<file path="src/rtl/lda_pkg.sv">
package lda_pkg;

    // Structure of the OR-accumulation that turns indicators into a monotonic string.
    typedef enum logic {
        PREFIX_RIPPLE = 1'b0,  // linear chain, smallest area, depth grows with width
        PREFIX_TREE   = 1'b1   // doubling span per level, log depth
    } prefix_kind_e;

endpackage

</file>
<file path="src/rtl/lda_classify.sv">
// Classes each digit of the extended string as propagate / generate / kill.
// Position 0 is the sign digit, positions 1..WIDTH carry the operands from MSB
// to LSB, and position WIDTH+1 is the carry digit. Only the ranges the
// indicator logic and the zero predictor consume are brought out.
module lda_classify #(
    parameter int WIDTH = 16
) (
    input  logic [WIDTH-1:0] opnd_a,
    input  logic [WIDTH-1:0] opnd_b,
    input  logic             eff_sub,
    input  logic             carry_in,
    output logic [0:WIDTH]   prop_o,
    output logic [1:WIDTH+1] gen_o,
    output logic [1:WIDTH+1] kill_o
);

    // Sign digit: subtraction pairs 0 with 1 (propagate), addition pairs 0 with 0 (kill).
    assign prop_o[0] = eff_sub;

    genvar p;
    generate
        for (p = 1; p <= WIDTH; p++) begin : g_pos
            assign prop_o[p] = opnd_a[WIDTH-p] ^ opnd_b[WIDTH-p];
            assign gen_o[p]  = opnd_a[WIDTH-p] & opnd_b[WIDTH-p];
            assign kill_o[p] = ~(opnd_a[WIDTH-p] | opnd_b[WIDTH-p]);
        end
    endgenerate

    // Carry digit: a generate when a carry enters, a kill otherwise.
    assign gen_o[WIDTH+1]  = carry_in;
    assign kill_o[WIDTH+1] = ~carry_in;

endmodule

</file>
<file path="src/rtl/lda_indicator.sv">
// One indicator per digit pair (i, i+1). The zero side is fed the kill vector
// and the one side the generate vector; in both cases the indicator fires when
// the digit at i is propagate and its lower neighbour is of the peer class, or
// when neither holds.
module lda_indicator #(
    parameter int WIDTH = 16,
    localparam int NI   = WIDTH + 1
) (
    input  logic [0:NI-1] prop_i,  // propagate at positions 0..WIDTH
    input  logic [0:NI-1] peer_i,  // peer class at positions 1..WIDTH+1
    output logic [0:NI-1] ind_o
);

    genvar i;
    generate
        for (i = 0; i < NI; i++) begin : g_ind
            assign ind_o[i] = ~(prop_i[i] ^ peer_i[i]);
        end
    endgenerate

endmodule

</file>
<file path="src/rtl/lda_prefix_or.sv">
// Turns an indicator vector into a monotonic string: bit i is the OR of all
// indicators at positions 0..i.
module lda_prefix_or
    import lda_pkg::*;
#(
    parameter int           LEN  = 17,
    parameter prefix_kind_e KIND = PREFIX_TREE
) (
    input  logic [0:LEN-1] ind_i,
    output logic [0:LEN-1] str_o
);

    generate
        if (KIND == PREFIX_RIPPLE) begin : g_ripple
            logic [0:LEN-1] run_d;
            assign run_d[0] = ind_i[0];
            for (genvar i = 1; i < LEN; i++) begin : g_link
                assign run_d[i] = run_d[i-1] | ind_i[i];
            end
            assign str_o = run_d;
        end else begin : g_tree
            localparam int LV = (LEN > 1) ? $clog2(LEN) : 1;
            logic [0:LEN-1] stg_d [0:LV];
            assign stg_d[0] = ind_i;
            for (genvar k = 0; k < LV; k++) begin : g_lvl
                for (genvar i = 0; i < LEN; i++) begin : g_bit
                    if (i >= (1 << k)) begin : g_merge
                        assign stg_d[k+1][i] = stg_d[k][i] | stg_d[k][i-(1<<k)];
                    end else begin : g_pass
                        assign stg_d[k+1][i] = stg_d[k][i];
                    end
                end
            end
            assign str_o = stg_d[LV];
        end
    endgenerate

endmodule

</file>
<file path="src/rtl/lda_encode.sv">
// ANDs the two monotonic strings, marks the first set position and encodes it
// with AND-OR terms. An empty string yields WIDTH.
module lda_encode #(
    parameter int WIDTH = 16,
    localparam int NI   = WIDTH + 1,
    localparam int CW   = $clog2(WIDTH + 1)
) (
    input  logic [0:NI-1]   str_zero_i,
    input  logic [0:NI-1]   str_one_i,
    output logic [0:NI-1]   merged_o,
    output logic [CW-1:0]   lead_count_o
);

    typedef struct packed {
        logic [0:NI-1] merged;
        logic [0:NI-1] first;
        logic [CW-1:0] count;
        logic          none;
    } enc_t;

    enc_t enc_d;

    always_comb begin
        enc_d          = '0;
        enc_d.merged   = str_zero_i & str_one_i;
        enc_d.first[0] = enc_d.merged[0];
        for (int i = 1; i < NI; i++) begin
            enc_d.first[i] = enc_d.merged[i] & ~enc_d.merged[i-1];
        end
        for (int i = 0; i < NI; i++) begin
            if (enc_d.first[i]) begin
                enc_d.count = enc_d.count | CW'(i);
            end
        end
        enc_d.none = ~enc_d.merged[NI-1];
        if (enc_d.none) begin
            enc_d.count = CW'(WIDTH);
        end
    end

    assign merged_o     = enc_d.merged;
    assign lead_count_o = enc_d.count;

    // The strings from the prefix stages are monotonic, so at most one
    // position can be the first set one.
    always_comb begin
        assert_one_pick_R9: assert ($onehot0(enc_d.first))
            else $error("more than one first-position marker");
    end

endmodule

</file>
<file path="src/rtl/lda_anticipator.sv">
module lda_anticipator
    import lda_pkg::*;
#(
    parameter int           WIDTH       = 16,
    parameter prefix_kind_e PREFIX_KIND = PREFIX_TREE,
    localparam int          CW          = $clog2(WIDTH + 1)
) (
    input  logic [WIDTH-1:0] opnd_a,
    input  logic [WIDTH-1:0] opnd_b,
    input  logic             eff_sub,
    input  logic             carry_in,
    output logic [CW-1:0]    lead_count,
    output logic             count_may_be_short,
    output logic             result_zero
);

    localparam int NI = WIDTH + 1;

    logic [0:WIDTH]   prop_w;
    logic [1:WIDTH+1] gen_w;
    logic [1:WIDTH+1] kill_w;
    logic [0:NI-1]    ind_zero_w;
    logic [0:NI-1]    ind_one_w;
    logic [0:NI-1]    str_zero_w;
    logic [0:NI-1]    str_one_w;
    logic [0:NI-1]    merged_w;

    lda_classify #(.WIDTH(WIDTH)) u_classify (
        .opnd_a   (opnd_a),
        .opnd_b   (opnd_b),
        .eff_sub  (eff_sub),
        .carry_in (carry_in),
        .prop_o   (prop_w),
        .gen_o    (gen_w),
        .kill_o   (kill_w)
    );

    lda_indicator #(.WIDTH(WIDTH)) u_ind_zero (
        .prop_i (prop_w),
        .peer_i (kill_w),
        .ind_o  (ind_zero_w)
    );

    lda_indicator #(.WIDTH(WIDTH)) u_ind_one (
        .prop_i (prop_w),
        .peer_i (gen_w),
        .ind_o  (ind_one_w)
    );

    lda_prefix_or #(.LEN(NI), .KIND(PREFIX_KIND)) u_pre_zero (
        .ind_i (ind_zero_w),
        .str_o (str_zero_w)
    );

    lda_prefix_or #(.LEN(NI), .KIND(PREFIX_KIND)) u_pre_one (
        .ind_i (ind_one_w),
        .str_o (str_one_w)
    );

    lda_encode #(.WIDTH(WIDTH)) u_encode (
        .str_zero_i   (str_zero_w),
        .str_one_i    (str_one_w),
        .merged_o     (merged_w),
        .lead_count_o (lead_count)
    );

    // Zero prediction from operand classes only.
    assign result_zero        = eff_sub ? (&prop_w[1:WIDTH]) : (&kill_w[1:WIDTH]);
    // The prediction may sit one position early; a later stage corrects it.
    assign count_may_be_short = 1'b1;

    always_comb begin
        assert_count_range_R9: assert (lead_count <= CW'(WIDTH))
            else $error("count above operand width");
        if (result_zero) begin
            assert_zero_full_R7: assert (lead_count == CW'(WIDTH))
                else $error("zero result without full count");
        end
        if (lead_count < CW'(WIDTH)) begin
            assert_count_marks_first_R1: assert (merged_w[lead_count])
                else $error("count does not point at a set string bit");
            if (lead_count != '0) begin
                assert_count_above_clear_R1: assert (!merged_w[lead_count - CW'(1)])
                    else $error("string bit above the counted position is set");
            end
        end
    end

endmodule

</file>
<file path="config.mk">
export PLATFORM = sky130hd
export DESIGN_NAME = lda_anticipator
export DESIGN_NICKNAME = d
export VERILOG_FILES = /design/src/rtl/lda_pkg.sv /design/src/rtl/lda_classify.sv /design/src/rtl/lda_indicator.sv /design/src/rtl/lda_prefix_or.sv /design/src/rtl/lda_encode.sv /design/src/rtl/lda_anticipator.sv
export SDC_FILE = /design/constraint.sdc
export NUM_CORES = 1
export LEC_CHECK = 0
export ABC_AREA = 1
export CORE_UTILIZATION = 54
export DETAILED_ROUTE_END_ITERATION = 12
export DONT_BUFFER_PORTS = 1
export GPL_ROUTABILITY_DRIVEN = 0
export GPL_TIMING_DRIVEN = 0
export PLACE_DENSITY_LB_ADDON = 0.2
export SKIP_LAST_GASP = 1
export SLEW_MARGIN = 20
export SYNTH_ARGS = -nofsm -noshare
export SYNTH_HDL_FRONTEND = slang
export SYNTH_SLANG_ARGS = --single-unit
export TNS_END_PERCENT = 1
</file>
<file path="constraint.sdc">
create_clock -name vclk -period 6
set_input_delay 0.9 -clock vclk [all_inputs]
set_output_delay 0.9 -clock vclk [all_outputs]
set_load 0.01 [all_outputs]
</file>
Word level (Yosys, flattened, before mapping)
Index checks and enable logic that the tools add are counted.
{"block": "op_classes", "muxes": 18, "bitwise_logic": 274, "n_reduce_logical": 2}
{"op": "bitwise OR 1 bit", "n": 124}
{"op": "NOT 1 bit", "n": 67}
{"op": "XOR 1 bit", "n": 50}
{"op": "AND 1 bit", "n": 32}
{"op": "two-way mux 4 bit", "n": 8}
{"op": "AND reduction 16 bit", "n": 2}
{"op": "AND 17 bit", "n": 1}
{"op": "two-way mux 3 bit", "n": 4}
{"op": "two-way mux 5 bit", "n": 2}
{"op": "two-way mux 2 bit", "n": 2}
{"op": "two-way mux 1 bit", "n": 2}
{"block": "word_totals", "register_bits": 0, "inputBits": 34, "out_inout_bits": 7, "word_cells": 294}

Logic depth before layout (Yosys ltp)
{"block": "depth", "ltp_word": 29, "mapped_depth": 17, "ltp_nobuf": 17}

Cells and area by module
Synthesis repeated with hierarchy kept, for this count alone.
{"block": "hier_totals", "cells_unflattened": 454, "hier_area_um2": 2107.0}
{"mod": "lda_indicator", "instances": 2, "cells_per_inst": 85, "area_each_um2": 319.1, "seq_area_each_um2": 0.0}
{"mod": "lda_classify", "instances": 1, "cells_per_inst": 67, "area_each_um2": 539.3, "seq_area_each_um2": 0.0}
{"mod": "lda_prefix_or", "instances": 2, "cells_per_inst": 58, "area_each_um2": 261.5, "seq_area_each_um2": 0.0}
{"mod": "lda_encode", "instances": 1, "cells_per_inst": 72, "area_each_um2": 284.0, "seq_area_each_um2": 0.0}
{"mod": "lda_anticipator", "instances": 1, "cells_per_inst": 29, "area_each_um2": 122.6, "seq_area_each_um2": 0.0}

Worst setup path after synthesis
Ideal clock, no wire load.
{"block": "synth_path", "path_type": "input to output", "from": "input port opnd_a[13]", "to": "output port lead_count[2]", "arrival_time_ns": 2.346, "required_time_ns": 5.100, "slack_ns": 2.754, "cell_stages": 14, "path_buffers": 0, "cell_sequence": "inv_1 > ha_1 > nand2_1 > inv_1 > nor2_1 > nand2_1 > nor2_4 > nand3_4 > nor2_4 > nand3_2 > nand3_2 > nand2_2 > inv_2 > nand2_1"}
{"block": "synth_between", "elab_chain_cells": 23, "word_cells_on_any_way": 83, "classes_between": "mux: 14; bitwise: 69"}
{"element": "from (decl)", "line_no": "lda_anticipator.sv:8", "rtl": "input logic [WIDTH-1:0] opnd_a,"}
{"element": "bitwise OR 1 bit", "line_no": "lda_classify.sv:25", "rtl": "assign kill_o[p] = ~(opnd_a[WIDTH-p] | opnd_b[WIDTH-p]);"}
{"element": "NOT 1 bit", "line_no": "lda_classify.sv:25"}
{"element": "XOR 1 bit", "line_no": "lda_indicator.sv:17", "rtl": "assign ind_o[i] = ~(prop_i[i] ^ peer_i[i]);"}
{"element": "NOT 1 bit", "line_no": "lda_indicator.sv:17"}
{"element": "bitwise OR 1 bit (2 in series)", "line_no": "lda_prefix_or.sv:28", "rtl": "assign stg_d[k+1][i] = stg_d[k][i] | stg_d[k][i-(1<<k)];"}
{"element": "bitwise OR 1 bit / AND 17 bit (equally long branches)", "line_no": "lda_prefix_or.sv:28, lda_encode.sv:25"}
{"element": "AND 17 bit (*)", "line_no": "lda_encode.sv:25", "rtl": "enc_d.merged = str_zero_i & str_one_i;"}
{"element": "AND 1 bit / NOT 1 bit (equally long branches)", "line_no": "lda_encode.sv:28", "rtl": "enc_d.first[i] = enc_d.merged[i] & ~enc_d.merged[i-1];"}
{"element": "two-way mux 3 bit / AND 1 bit (equally long branches)", "line_no": "lda_encode.sv:31, lda_encode.sv:28"}
{"element": "two-way mux 3 bit (3 in series)", "line_no": "lda_encode.sv:31", "rtl": "if (enc_d.first[i]) begin"}
{"element": "two-way mux 4 bit (8 in series)", "line_no": "lda_encode.sv:31"}
{"element": "two-way mux 5 bit", "line_no": "lda_encode.sv:31"}
{"element": "two-way mux 5 bit (*)", "line_no": "lda_encode.sv:36", "rtl": "if (enc_d.none) begin"}
{"element": "to (decl)", "line_no": "lda_anticipator.sv:12", "rtl": "output logic [CW-1:0] lead_count,"}
Mark *: on every way between the ends. The rest lies on a longest branch, timed or not.

Worst setup path after layout
{"block": "layout_path", "from": "input port opnd_a[15]", "to": "output port lead_count[2]"}
{"block": "layout_between", "elab_chain_cells": 23, "word_cells_on_any_way": 77, "classes_between": "mux: 14; bitwise: 63"}
{"element": "parallel branches: the longest is 6 deep, another holds XOR 1 bit"}
{"element": "AND 17 bit (*)", "line_no": "lda_encode.sv:25"}
{"element": "NOT 1 bit", "line_no": "lda_encode.sv:28"}
{"element": "AND 1 bit", "line_no": "lda_encode.sv:28"}
{"element": "two-way mux 3 bit (4 in series)", "line_no": "lda_encode.sv:31"}
{"element": "two-way mux 4 bit (8 in series)", "line_no": "lda_encode.sv:31"}
{"element": "two-way mux 5 bit", "line_no": "lda_encode.sv:31"}
{"element": "two-way mux 5 bit (*)", "line_no": "lda_encode.sv:36"}
Every way passes the cells marked *.

==> qor.yml <==
whs_ns: 2.019
synth-simple-area-share: 0.5378
ioPinCount: 41
synth_mux_area_frac: 0
rows: 21
routed_wl_um: 4283
avgSynthCellArea_um2: 5.384
synth_compound_area_frac: 0.01872
hp-class: "input pin to output port"
regArea_um2: 0
cts_resized: 0
drv_cap: 0
drtIter0Drc: 90
drtPass1Iterations: 4
fillers: 370
peakVddDrop_v: 0.00004122
preCtsSetupSlack_ns: 2.445
crit_type: "input pin to output port"
p_leak_uw: 0.001217
gr-usage-all-layers: 0.2372
setup_viol: 0
report.final.slew_viol_count: 0
cts_setup_buffers: 0
rsz0062_at_grt: "false"
die_w_um: 61.91
p_per_area_nw_per_um2: 79.95
worstPathRequired_ns: 5.10
syn_to_final_growth_pct: 2.969
nNetsFinal: 428
clockBufferCount: 0
grt_pass1_wl_um: 7010
slew_headroom: 0.5657
path_max_fanout: 6
core_area_um2: 3390
yosysSeqAreaShare: 0
fp.dieH_um: 61.91
grt_max_degree: 9
max_freq_mhz: 281.5
period_share: 0.5920
grt_antenna_before_repair: 0
yosysUniqueCellTypes: 24
numPortBuffers: 0
synth_area_um2: 1938
period_minus_slack_ns: 3.552
synth_cells: 360
ctsHoldBuffers: 0
die_area_um2: 3833
diodes: 0
grt_pass1_vias: 1726
wl_per_cell_um: 10.55
synthAdderAreaFrac: 0.2066
outcome: "completed"
finalSetupTns_ns: 0
endpoint_kind: "output port"
drive_gt1_frac: 0.08056
syn_nets: 426
nFlopsAndLatches: 0
arrival_ns: 2.65
final_hold_viol_count: 0
multi_input_area_um2: 1640
place_hpwl_um: 3882
yosysWarnings: 0
placedCellCount: 406
synth_top_family_by_area: "simple AND/OR/NAND/NOR gates"
worst_pin_slew_ns: 0.6430
worst_slack_ns: 2.448
instances_no_fill: 406
ant_nets: 0
initial_core_util: 0.5718
utilization: 0.5888
vias_per_cell: 4.985
grt.overflow.total: 0
synth-xor-area-share: 0.08134
startpoint_type: "input pin"
drc: 0
dr_total_vias: 2024
==> synth_stat cells, drive strengths merged <==
| cell | n | area [um^2] |
|---|---|---|
| o211ai | 1 | 7.510 |
| xnor2 | 3 | 26.28 |
| nand4 | 18 | 112.6 |
| xor2 | 15 | 131.4 |
| inv | 76 | 285.3 |
| or2 | 1 | 6.260 |
| or4 | 1 | 7.510 |
| nor2 | 50 | 237.7 |
| conb | 1 | 3.750 |
| nand3 | 27 | 167.7 |
| buf | 1 | 7.510 |
| clkinv | 1 | 5.000 |
| o41ai | 1 | 8.760 |
| ha | 32 | 400.4 |
| o21ai | 4 | 20.01 |
| nand2 | 124 | 480.5 |
| nand3b | 4 | 30.03 |
==> per-stage QoR <==
stage / total power [uW] / instance area, um^2
3_5_place_dp: 158.3 / 1996
2_1_floorplan: 129.2 / 1938
3_3_place_gp: 156.5 / 1996
6_report: 159.6 / 1996
5_1_grt: 182.2 / 1996
4_1_cts: 158.7 / 1996
==> placed cells by master (no fill, tap or decap) <==
| master | n |
|---|---|
| nor2_2 | 5 |
| xor2_1 | 15 |
| nand3_2 | 4 |
| nor2_4 | 5 |
| buf_4 | 1 |
| nand2_2 | 6 |
| nand2_1 | 118 |
| o21ai_1 | 1 |
| o21ai_0 | 3 |
| o41ai_1 | 1 |
| nand3b_1 | 4 |
| or2_2 | 1 |
| nor2_1 | 40 |
| conb_1 | 1 |
| ha_1 | 32 |
| clkinv_2 | 1 |
| or4_1 | 1 |
| nand3_4 | 1 |
| inv_2 | 5 |
| inv_1 | 71 |
| o211ai_1 | 1 |
| nand3_1 | 22 |
| nand4_1 | 18 |
| xnor2_1 | 3 |
==> cell families (layout without fill, tap and decap cells) <==
logic type / after synthesis / count (layout)
fa+ha+maj: 32 / 32
simple gates: 225 / 225
buf+inv: 78 / 78
xor+xnor: 18 / 18
compound gates: 6 / 6
other cells: 1 / 1
==> worst paths after layout <==
path                    from             to  depth (start not counted)
setup / recovery  opnd_a[15]  lead_count[2]                         15
hold / removal       eff_sub    result_zero                          2
==> layout make-up <==
class | count | area share
multi-input cells | 282 | 0.8219
inverters | 77 | 0.1455
well taps | 46 | 0.02884
plain buffers | 1 | 0.003762
==> metal layers <==
metal / share of wire / GRT usage / vias up / wire, um
met5: 0 / 0 / - / 0
met2: 0.44 / 0.3994 / 47 / 1904
met3: 0.047 / 0.006211 / 2 / 200
li1: - / - / 1104 / -
met4: 0.0033 / 0.009524 / 0 / 14
met1: 0.51 / 0.3534 / 871 / 2164
==> where the power goes <==
part,internal [uW],switching [uW],leakage [uW]
registers,0,0,0
logic,53.2,106,0.00122
clock network,0,0,0
==> worst max-delay path, stage by stage <==
cell and delay [ns]:
inv_1 0.02, ha_1 0.40, inv_2 0.08, nand2_1 0.06, nand2_1 0.05, nor2_1 0.22, nand2_1 0.08, nor2_1 0.21
nand2_1 0.11, nand3_1 0.11, nand2_1 0.06, nor2_1 0.11, nand2_1 0.06, nor2_1 0.09, nand2_1 0.10
Note: power is estimated with default switching activity, not from simulation.
